**src/rtl/dma_cs_pkg.sv**
```systemverilog
package dma_cs_pkg;
  localparam int CSW     = 16;
  localparam int LCH_W   = 4;
  localparam int B_START = 0;
  localparam int B_DONE  = 1;
  localparam int B_CHAIN = 2;
  localparam int B_SG    = 3;
  localparam int B_HWDIS = 4;
  localparam int B_LCH   = 8;

  typedef struct packed {
    logic [LCH_W-1:0] lch;
    logic             hwdis;
    logic             sg;
    logic             chain;
    logic             done;
    logic             start;
  } cs_t;

  function automatic logic [CSW-1:0] cs_pack(input cs_t c);
    logic [CSW-1:0] w;
    w = '0;
    w[B_START] = c.start;
    w[B_DONE]  = c.done;
    w[B_CHAIN] = c.chain;
    w[B_SG]    = c.sg;
    w[B_HWDIS] = c.hwdis;
    w[B_LCH +: LCH_W] = c.lch;
    return w;
  endfunction

  function automatic cs_t cs_unpack(input logic [CSW-1:0] w);
    cs_t c;
    c.start = w[B_START];
    c.done  = w[B_DONE];
    c.chain = w[B_CHAIN];
    c.sg    = w[B_SG];
    c.hwdis = w[B_HWDIS];
    c.lch   = w[B_LCH +: LCH_W];
    return c;
  endfunction
endpackage

```
**src/rtl/dma_cs_chan.sv**
```systemverilog
module dma_cs_chan
  import dma_cs_pkg::*;
(
  input  logic           clk,
  input  logic           rst,
  input  logic           wr_hit,
  input  logic [CSW-1:0] wr_word,
  input  logic           start_hit,
  input  logic           retire_hit,
  input  logic           rl_hit,
  input  logic [CSW-1:0] rl_word,
  output cs_t            cs_q
);
  cs_t nxt;
  logic lock;

  always_comb begin
    nxt  = cs_q;
    // the enables are refused once done is set or retirement is in progress
    lock = cs_q.done | retire_hit;
    if (wr_hit) begin
      nxt = cs_unpack(wr_word);
      if (lock) begin
        nxt.chain = 1'b0;
        nxt.sg    = 1'b0;
      end
    end
    if (retire_hit) begin
      nxt.done = 1'b1;
    end else if (start_hit) begin
      nxt.done  = 1'b0;
      nxt.start = 1'b0;
    end
    if (rl_hit) nxt = cs_unpack(rl_word);
  end

  always_ff @(posedge clk) begin
    if (rst) cs_q <= '0;
    else     cs_q <= nxt;
  end
endmodule

```
**src/rtl/dma_cs_sga.sv**
```systemverilog
module dma_cs_sga #(
  parameter int NUM_CH = 4,
  parameter int AW     = 32,
  parameter int CH_W   = 2
) (
  input  logic            clk,
  input  logic            rst,
  input  logic            we,
  input  logic [CH_W-1:0] wa,
  input  logic [AW-1:0]   wd,
  input  logic            ra_en,
  input  logic [CH_W-1:0] ra,
  output logic [AW-1:0]   rq,
  input  logic            fa_en,
  input  logic [CH_W-1:0] fa,
  output logic [AW-1:0]   fq
);
  logic [AW-1:0] mem [NUM_CH];

  always_ff @(posedge clk) begin
    if (rst) begin
      for (int i = 0; i < NUM_CH; i++) mem[i] <= '0;
    end else if (we) begin
      mem[wa] <= wd;
    end
  end

  always_ff @(posedge clk) begin
    if (rst) begin
      rq <= '0;
      fq <= '0;
    end else begin
      rq <= ra_en ? mem[ra] : '0;
      fq <= fa_en ? mem[fa] : '0;
    end
  end
endmodule

```
**src/rtl/dma_cs_retire.sv**
```systemverilog
module dma_cs_retire
  import dma_cs_pkg::*;
(
  input  logic             clk,
  input  logic             rst,
  input  logic             retire_ev,
  input  cs_t              ret_cs,
  output logic             link_start,
  output logic [LCH_W-1:0] link_ch,
  output logic             sg_fetch
);
  always_ff @(posedge clk) begin
    if (rst) begin
      link_start <= 1'b0;
      link_ch    <= '0;
      sg_fetch   <= 1'b0;
    end else begin
      link_start <= retire_ev & ret_cs.chain;
      link_ch    <= (retire_ev & ret_cs.chain) ? ret_cs.lch : '0;
      sg_fetch   <= retire_ev & ret_cs.sg;
    end
  end
endmodule

```
**src/rtl/dmadesc_csr.sv**
```systemverilog
module dmadesc_csr
  import dma_cs_pkg::*;
#(
  parameter  int NUM_CH = 4,
  parameter  int AW     = 32,
  localparam int CH_W   = (NUM_CH > 1) ? $clog2(NUM_CH) : 1
) (
  input  logic              clk,
  input  logic              rst,
  input  logic              wr_en,
  input  logic              wr_sel,
  input  logic [CH_W-1:0]   wr_ch,
  input  logic [AW-1:0]     wr_data,
  input  logic              rd_en,
  input  logic              rd_sel,
  input  logic [CH_W-1:0]   rd_ch,
  output logic [AW-1:0]     rd_data,
  input  logic              start_ev,
  input  logic [CH_W-1:0]   start_ch,
  input  logic              retire_ev,
  input  logic [CH_W-1:0]   retire_ch,
  input  logic              reload_ev,
  input  logic [CH_W-1:0]   reload_ch,
  input  logic [CSW-1:0]    reload_word,
  input  logic [AW-1:0]     reload_addr,
  input  logic [NUM_CH-1:0] hw_req,
  output logic [NUM_CH-1:0] hw_act,
  output logic              link_start,
  output logic [LCH_W-1:0]  link_ch,
  output logic              sg_fetch,
  output logic [AW-1:0]     sg_addr
);
  cs_t               cs [NUM_CH];
  logic [NUM_CH-1:0] done_vec, chain_vec, sg_vec, hwdis_vec;
  logic [CSW-1:0]    rd_cs_q;
  logic [AW-1:0]     sga_rq, sga_fq;

  for (genvar g = 0; g < NUM_CH; g++) begin : g_ch
    dma_cs_chan u_chan (
      .clk        (clk),
      .rst        (rst),
      .wr_hit     (wr_en && !wr_sel && (wr_ch == CH_W'(g))),
      .wr_word    (wr_data[CSW-1:0]),
      .start_hit  (start_ev && (start_ch == CH_W'(g))),
      .retire_hit (retire_ev && (retire_ch == CH_W'(g))),
      .rl_hit     (reload_ev && (reload_ch == CH_W'(g))),
      .rl_word    (reload_word),
      .cs_q       (cs[g])
    );
    assign done_vec[g]  = cs[g].done;
    assign chain_vec[g] = cs[g].chain;
    assign sg_vec[g]    = cs[g].sg;
    assign hwdis_vec[g] = cs[g].hwdis;

    always_ff @(posedge clk) begin
      if (rst) hw_act[g] <= 1'b0;
      else     hw_act[g] <= hw_req[g] & ~cs[g].hwdis;
    end
  end

  // single write port: a fetched descriptor wins over software
  dma_cs_sga #(.NUM_CH(NUM_CH), .AW(AW), .CH_W(CH_W)) u_sga (
    .clk   (clk),
    .rst   (rst),
    .we    (reload_ev | (wr_en & wr_sel)),
    .wa    (reload_ev ? reload_ch : wr_ch),
    .wd    (reload_ev ? reload_addr : wr_data),
    .ra_en (rd_en & rd_sel),
    .ra    (rd_ch),
    .rq    (sga_rq),
    .fa_en (retire_ev & cs[retire_ch].sg),
    .fa    (retire_ch),
    .fq    (sga_fq)
  );

  dma_cs_retire u_ret (
    .clk        (clk),
    .rst        (rst),
    .retire_ev  (retire_ev),
    .ret_cs     (cs[retire_ch]),
    .link_start (link_start),
    .link_ch    (link_ch),
    .sg_fetch   (sg_fetch)
  );

  always_ff @(posedge clk) begin
    if (rst) rd_cs_q <= '0;
    else     rd_cs_q <= (rd_en && !rd_sel) ? cs_pack(cs[rd_ch]) : '0;
  end

  assign rd_data = {{(AW-CSW){1'b0}}, rd_cs_q} | sga_rq;
  assign sg_addr = sga_fq;
endmodule

```
**config.mk**
```make
export PLATFORM = sky130hd
export DESIGN_NAME = dmadesc_csr
export DESIGN_NICKNAME = d
export VERILOG_FILES = /design/src/rtl/dma_cs_pkg.sv /design/src/rtl/dma_cs_chan.sv /design/src/rtl/dma_cs_sga.sv /design/src/rtl/dma_cs_retire.sv /design/src/rtl/dmadesc_csr.sv
export SDC_FILE = /design/constraint.sdc
export NUM_CORES = 1
export LEC_CHECK = 0
export BUFFER_PORTS_ARGS = -buffer_cell sky130_fd_sc_hd__buf_4
export CAP_MARGIN = 20
export CORE_ASPECT_RATIO = 0.5
export CORE_MARGIN = 1
export CORE_UTILIZATION = 61
export CTS_CLUSTER_SIZE = 8
export DETAILED_ROUTE_END_ITERATION = 8
export PLACE_DENSITY = 0.84
export SYNTH_ARGS = -nofsm -noshare
export SYNTH_HDL_FRONTEND = slang
export SYNTH_SLANG_ARGS = --single-unit
```
**constraint.sdc**
```tcl
create_clock -name clk -period 5.8 [get_ports clk]
set_input_delay 0.87 -clock clk [delete_from_list [all_inputs] [get_ports clk]]
set_output_delay 0.87 -clock clk [all_outputs]
set_load 0.05 [all_outputs]
```
# Word-level counts from Yosys, hierarchy flattened
# Memory sizes are Yosys's and may differ from the RTL's. A register that Yosys moved wholly into a read port is not among the register bits.
# Cells that the tools add are included.
# word_totals
mem_bits_rw	128
reg_bits	62
inputBits	103
memories	1
out_inout_bits	74
# classes
n_lt_le_gt_ge	2
n_eq_ne	12
reduce_logical	37
n_mux	40
bitwise	24
# memory_table
memory	words	width	read_ports	rd_clocked_by_memory_dff	wr	line	text
u_sga.mem	4	32	2	2	4	dma_cs_sga.sv:18	logic [AW-1:0] mem [NUM_CH];
# ops
cell	n
9-bit two-way mux	12
32-bit two-way mux	2
9-bit binary-select mux with 2-bit select	2
16-bit by 32-bit bitwise OR with 32-bit output	1
32-bit OR reduction	1
2-bit two-way mux	10
1-bit logical AND	18
2-bit == test, second input constant	8
4-bit nonzero test	4
1-bit two-way mux	14
1-bit bitwise AND	8
2-bit by 1-bit == test with 1-bit output, second input constant	4
2-bit logical NOT	4
1-bit inverter	8
2-bit nonzero test	4
2-bit OR reduction	4
3-bit >= comparator, second input constant	2
2-bit inverter with 3-bit output	2
1-bit bitwise OR	5
1-bit logical NOT	2

# Depth between registers and ports, before layout
# Gate-level depths: netlist (run 1).
# logic_depth
depth_word	8
mapped_depth	6
depth_no_buf	4

# Cells and area by module
# From an unflattened synthesis (run 1), not the netlist that was laid out.
# hier_totals
hier_cells	913
hier_area_um2	11372.2
# by_module_without_submodules
mod	n_inst	cells_per_inst	area_each_um2
dma_cs_sga	1	566	7986.4
dma_cs_chan	4	51	451.7
dmadesc_csr	1	131	1398.8
dma_cs_retire	1	12	180.2

# Worst setup path after synthesis (run 1)
# Ideal clock, no wire load.
# synth_timing
path_type	input-to-reg
from	input port reload_ev
to	memory u_sga.mem[2][0], enable pin
setup_ns	0.394
arrival_ns	2.404
stages	5
required_time_ns	5.406
setup_slack_ns	3.002
path_cell_list	buf_2 -> mux2_2 -> nor3_1 -> o21ai_1 -> nand2b_1
# synth_lines
item	line	text
start, declared	dmadesc_csr.sv:22	input logic reload_ev,
end, declared	dma_cs_sga.sv:18	

==> flow_summary.toml, run 1 <==
[pwr]
p_int_uw = 3380
p_comb_share_pct = 11.1
power_frac_seq_pct = 45.6
p_switching_uw = 1080
p_per_area_nw_per_um2 = 336
p_leak_uw = 0.00531
power_frac_clock_pct = 43.2
vdd_drop_max_uv = 212
switching_share_pct = 24.2

[cts]
cts_resized = 0
clkLatencyLatePin_ps = 510
clockBufferDepth = 3
cts_num_sinks = 247
tritoncts = "built"
clock_tree.root_cell = "clkbuf_16"
htreeDepth = 2
cts_hold_buffers = 0
cts_inserted_buffers = 36
clk_pin_slew_worst_paths_ps = 50
cts_setup_buffers = 0

[sta]
relSlewSlack_pct = 32.2
hold_viol = 0
period_share_pct = 55.2
drv_slew = 0
skew_ps = 16.0
rsz0062_at_grt = "no"
setup_viol = 0
setup_tns_ps = 0
max_freq_mhz = 312
worst_pin_slew_ps = 1020
post-route-min-period_ps = 3200

[yosys]
syn_inst = 834
synth_cell_types = 47
syn_area_per_cell_um2 = 13.3
synth_top_cells_by_area = "edfxtp_1, dfxtp_1, mux4_2, nor2_1, mux2i_1"
ys.flop_type = "edfxtp_1"
synth_enable_flop_cells = 128
synth.most_common_cell = "nor2_1"
synth_top_area_share_pct = 34.7
synth_fp_nets = 937
yosys.area.top_type = "edfxtp_1"
ys_seq_elements = 247
yosysSeqAreaShare_pct = 56.3
async_reset_ff_share_pct = 0
netlist_area_um2 = 11100
synth_common_cells = "nor2_1, edfxtp_1, dfxtp_1"
yosysWarnings = 0

[floorplan]
io_pins = 177
die_h_um = 97.2
die_w_um = 192
floorplan.rows = 34
core_region_area_um2 = 17600
start_util_pct = 63.0
dieArea_um2 = 18700

[grt]
grt_pass1_vias = 7982
grt_pass1_wl_mm = 42.9
grtUsageTotal_pct = 30.6
antenna_found_initial = 0
grt_remaining_overflow = 0
grt_max_degree = 51

[detailed_routing]
drtIter0Drc = 770
first_pass_iters = 7
vias = 7595
drc = 18
vias_per_cell = 6.25
wl_mm = 27.9
wl_per_cell_um = 22.9
ant_nets = 0

[setup_path]
end_kind = "flop"
crit_path_max_incr_delay_ps = 730
critical_path_class = "in -> reg"
worstRegToRegCells = 2
cp_cell_sequence = "buf_4 -> mux2_2 -> nor3_1 -> o21ai_4 -> buf_4 -> nand2b_2"
r2r_start = "g_ch[3].u_chan.cs_q[3]"
crit_fanout = 46
startpoint_type = "input pin"
cpLargestDelayFamily = "simple AND/OR/NAND/NOR gates"
crit_top_cell = "buf_4"
r2r_end = "u_sga.fq[9]"
cp_data_arrival_time_ps = 3320
cp_slowest_cell = "nand2b_2"
required_ps = 5920
ff2ff_setup_slack_ps = 4220
critPathBufInv = 2

[finish]
nFillCells = 1064
area_growth_pct = 19.8
diodes = 0
drive_gt1_share_pct = 33.0
final_nets = 1061
layoutNonFillerInstCount = 1216

[placed_design]
port_buffers = 169
hpwl_mm = 15.5
gp_congestion = 0.831
dp_cells = 1154

[min_path]
hold_depth = 1
worstHoldEndpoint = "hw_act[3]"
hold_class = "reg -> reg"
min_from = "g_ch[3].u_chan.cs_q[4]"

[run_status]
violations = "design-rule violations"
status = "finished with violations"

[job]
maxCapViolCount = 0
## how the worst max path moves through the flow
stage                   start  slack, ps                to  cells after the start
global placement    reload_ev       2130  u_sga.mem[2][15]                      6
CTS                 reload_ev       2600  u_sga.mem[2][25]                      6
detailed placement  reload_ev       2100  u_sga.mem[2][26]                      6
global route        reload_ev       2500   u_sga.mem[2][7]                      6
floorplan           reload_ev       3000   u_sga.mem[2][0]                      5
finish              reload_ev       2600   u_sga.mem[2][7]                      6
## metal layers
metal	GRT usage (%)	wire, µm	vias to the layer above
met2	50.5	13900	434
met4	13.8	788	0
met1	39.2	10800	3765
met5	0	0	-
li1	-	-	3315
met3	6.25	2480	81
## cells in the final DEF, fill, tap and decap left out, types with 2 or more instances in the layout
master	instances
nand2_1	7
inv_1	3
nor2b_1	43
nor4b_2	4
and4bb_1	2
mux2_2	3
a222oi_1	2
or3b_2	2
a21oi_1	5
nor4_1	2
dfxtp_1	119
nand2b_2	3
or3b_1	2
a22oi_1	2
and3b_1	4
or2_2	10
nand3b_1	5
nor2_1	163
mux2i_1	54
clkbuf_1	23
and3_1	38
nor3b_1	10
nor3_1	6
nand3_1	3
o21ai_0	3
buf_4	175
edfxtp_1	128
o21ai_4	3
mux2_4	2
clkbuf_16	37
a221oi_1	4
a211oi_1	22
mux4_2	79
inv_6	2
## registers in the layout, summed over array words and instances, names as in the netlist
| name | count |
|---|---|
| u_ret.link_ch | 4 |
| hw_act | 4 |
| g_ch.u_chan.cs_q | 36 |
| u_sga.mem | 128 |
| u_sga.rq | 32 |
| rd_cs_q | 9 |
| u_sga.fq | 32 |
| u_ret.link_start | 1 |
| u_ret.sg_fetch | 1 |
## through the flow
step           area (µm²)  hold WS [ps]  power [µW]  utilization [%]  setup slack (ps)
2_1_floorplan       11100           415        2380                -              3000
3_3_place_gp        12200           453        2520             69.6              2130
3_5_place_dp        12200           454        2540             69.6              2100
4_1_cts             13300           461        4450             75.4              2600
5_1_grt             13300           477        4580             75.4              2500
6_report            13300           468        4450             75.4              2600
## logic make-up (layout without fill, tap and decap cells)
logic type | count (synthesis) | count (layout) | synth area share, %
DFF | 247 | 247 | 56.3
and+or+nand+nor | 309 | 309 | 14.4
buffers and inverters | 92 | 240 | 4.60
muxes | 139 | 139 | 21.6
AOI/OAI and AO/OA | 47 | 47 | 3.11
## final cells by class
class,instances,area [µm²],area share (%)
multi-input combinational,495,4380,33.0
tap,234,293,2.21
clock inverter,2,17.5,0.132
sequential,247,6230,47.0
timing repair buffer,175,1310,9.91
inverter,3,11.3,0.0850
clock buffer,60,1010,7.64
## power groups by stage
stage | Sequential, µW | Clock, µW | Combinational, µW
global placement | 2040 | 0 | 477
floorplan | 2050 | 0 | 332
detailed placement | 2050 | 0 | 489
global route | 2040 | 2010 | 524
CTS | 2030 | 1930 | 496
finish | 2030 | 1930 | 497
No activity file was read; power rests on OpenSTA's default activity.
==> run 2: changes to the inputs <==
--- a/config.mk
+++ b/config.mk
@@ -9,10 +9,10 @@
 export CAP_MARGIN = 20
 export CORE_ASPECT_RATIO = 0.5
 export CORE_MARGIN = 1
-export CORE_UTILIZATION = 61
+export CORE_UTILIZATION = 57
 export CTS_CLUSTER_SIZE = 8
 export DETAILED_ROUTE_END_ITERATION = 8
-export PLACE_DENSITY = 0.84
+export PLACE_DENSITY = 0.79
 export SYNTH_ARGS = -nofsm -noshare
 export SYNTH_HDL_FRONTEND = slang
 export SYNTH_SLANG_ARGS = --single-unit
==> constraint.sdc (replaced) <==
create_clock -name clk -period 3 [get_ports clk]
set_input_delay 0.45 -clock clk [delete_from_list [all_inputs] [get_ports clk]]
set_output_delay 0.45 -clock clk [all_outputs]
set_load 0.05 [all_outputs]
==> flow_summary.toml, run 2 (synthesis gave the netlist of run 1 again) <==
[cts]
tritoncts = "built"
clock_tree.root_cell = "clkbuf_16"
cts_setup_buffers = 0
clk_pin_slew_worst_paths_ps = 50
cts_resized = 0
htreeDepth = 2
clockBufferDepth = 3
cts_hold_buffers = 0
cts_inserted_buffers = 36
clkLatencyLatePin_ps = 500
cts_num_sinks = 247

[placed_design]
port_buffers = 169
place_ws_ps = 639
placed_cell_area_um2 = 12400
hpwl_mm = 16.4
gp_congestion = 0.839

[setup_path]
cp_data_arrival_time_ps = 1960
cp_cell_sequence = "buf_4 -> nor3b_4 -> o21ai_4 -> nand2b_2 -> buf_4"
required_ps = 3130
crit_path_max_incr_delay_ps = 490
crit_fanout = 32
ff2ff_setup_slack_ps = 1390
crit_top_cell = "buf_4"
r2r_end = "u_sga.fq[18]"
r2r_start = "g_ch[3].u_chan.cs_q[3]"
startpoint_type = "input pin"
worstRegToRegCells = 2
critPathCapture = "u_sga.mem[0][17]"
crit_path_start = "reload_ev"
critical_path_class = "in -> reg"
cp_slowest_cell = "nor3b_4"
end_kind = "flop"

[pwr]
p_per_area_nw_per_um2 = 640
p_leak_uw = 0.00539
vdd_drop_max_uv = 353

[floorplan]
die_h_um = 101
start_util_pct = 59.2
io_pins = 177
dieArea_um2 = 20000
core_region_area_um2 = 18700
floorplan.rows = 35
die_w_um = 199

[detailed_routing]
ant_nets = 0
wl_mm = 28.0
drtIter0Drc = 665
first_pass_iters = 5
drc = 0
wl_per_cell_um = 22.3
vias = 7549
route.layer.met1.wl_mm = 11.2
vias_per_cell = 6.02
highest_layer = "met4"
route.met3.wl_mm = 2.19
dr_wl_met2_mm = 13.9

[grt]
grt_max_degree = 51
antenna_found_initial = 0
grtUsageTotal_pct = 28.6
grt_pass1_vias = 7791
grt_pass1_wl_mm = 42.4
grt_remaining_overflow = 0

[job]
maxCapViolCount = 0

[sta]
max_freq_mhz = 545
drv_slew = 0
post-route-min-period_ps = 1840
worst_pin_slew_ps = 963
skew_ps = 9.56
layout_setup_ws_ps = 1160
rsz0062_at_grt = "no"
relSlewSlack_pct = 35.8
setup_viol = 0
hold_viol = 0
setup_tns_ps = 0
period_share_pct = 61.2

[finish]
diodes = 0
area_growth_pct = 21.4
drive_gt1_share_pct = 33.7
regMostFlops = "u_sga.mem"
stdcell_area_um2 = 13400
reg_top3 = "u_sga.mem x128, g_ch.u_chan.cs_q x36"
mostFrequentLayoutCell = "buf_4"
mostFrequentLayoutCells = "buf_4, nor2_1, edfxtp_1, dfxtp_1, mux4_2"
largest_reg_flops = 128
nFillCells = 1293
final_nets = 1073

[run_status]
status = "finished, final reports clean"

[min_path]
hold_class = "in -> reg"
==> run 2: routing by layer <==
| layer | GRT usage (%) | vias to the layer above |
|---|---|---|
| li1 | - | 3343 |
| met1 | 37.9 | 3783 |
| met2 | 48.9 | 359 |
| met3 | 4.62 | 64 |
| met4 | 9.47 | 0 |
| met5 | 0 | - |
==> run 2: through the flow <==
step	hold slack (ps)	utilization, %	instances	power (µW)
global placement	456	66.3	1191	4890
detailed placement	474	66.3	1191	4950
floorplan	415	-	834	4600
finish	226	71.9	1255	8600
global route	229	71.9	1255	8860
CTS	221	71.9	1255	8630
==> run 2: critical path: cells and delay by family <==
| family | cells | cell delay (ps) |
|---|---|---|
| AO/OA/AOI/OAI | 1 | 110 |
| AND/OR/NAND/NOR | 2 | 570 |
| buffers and inverters | 2 | 800 |
==> run 2: worst min path at each step <==
stage	from	end	slack, ps	cells past startpoint
2_1_floorplan	g_ch[2].u_chan.cs_q[4]	hw_act[2]	410	1
3_3_place_gp	g_ch[2].u_chan.cs_q[4]	hw_act[2]	460	1
3_5_place_dp	g_ch[2].u_chan.cs_q[4]	hw_act[2]	470	1
4_1_cts	hw_req[0]	hw_act[0]	220	2
5_1_grt	hw_req[0]	hw_act[0]	230	2
6_report	hw_req[0]	hw_act[0]	230	2
==> run 2: cell type report <==
type / count / area (µm²) / area share [%]
repair buffers: 187 / 1450 / 10.8
clock inverters: 2 / 17.5 / 0.130
multi-input cells: 495 / 4380 / 32.6
clock buffers: 62 / 1020 / 7.59
flip-flops and latches: 247 / 6230 / 46.3
well taps: 259 / 324 / 2.41
inverters: 3 / 11.3 / 0.0838
==> run 2: report_power, final <==
part	internal [µW]	switching [µW]	leakage (µW)	total (µW)
sequential	3800	115	0.00221	3920
clock	2290	1410	0.000495	3700
combinational	461	522	0.00268	983
total	6560	2050	0.00539	8600
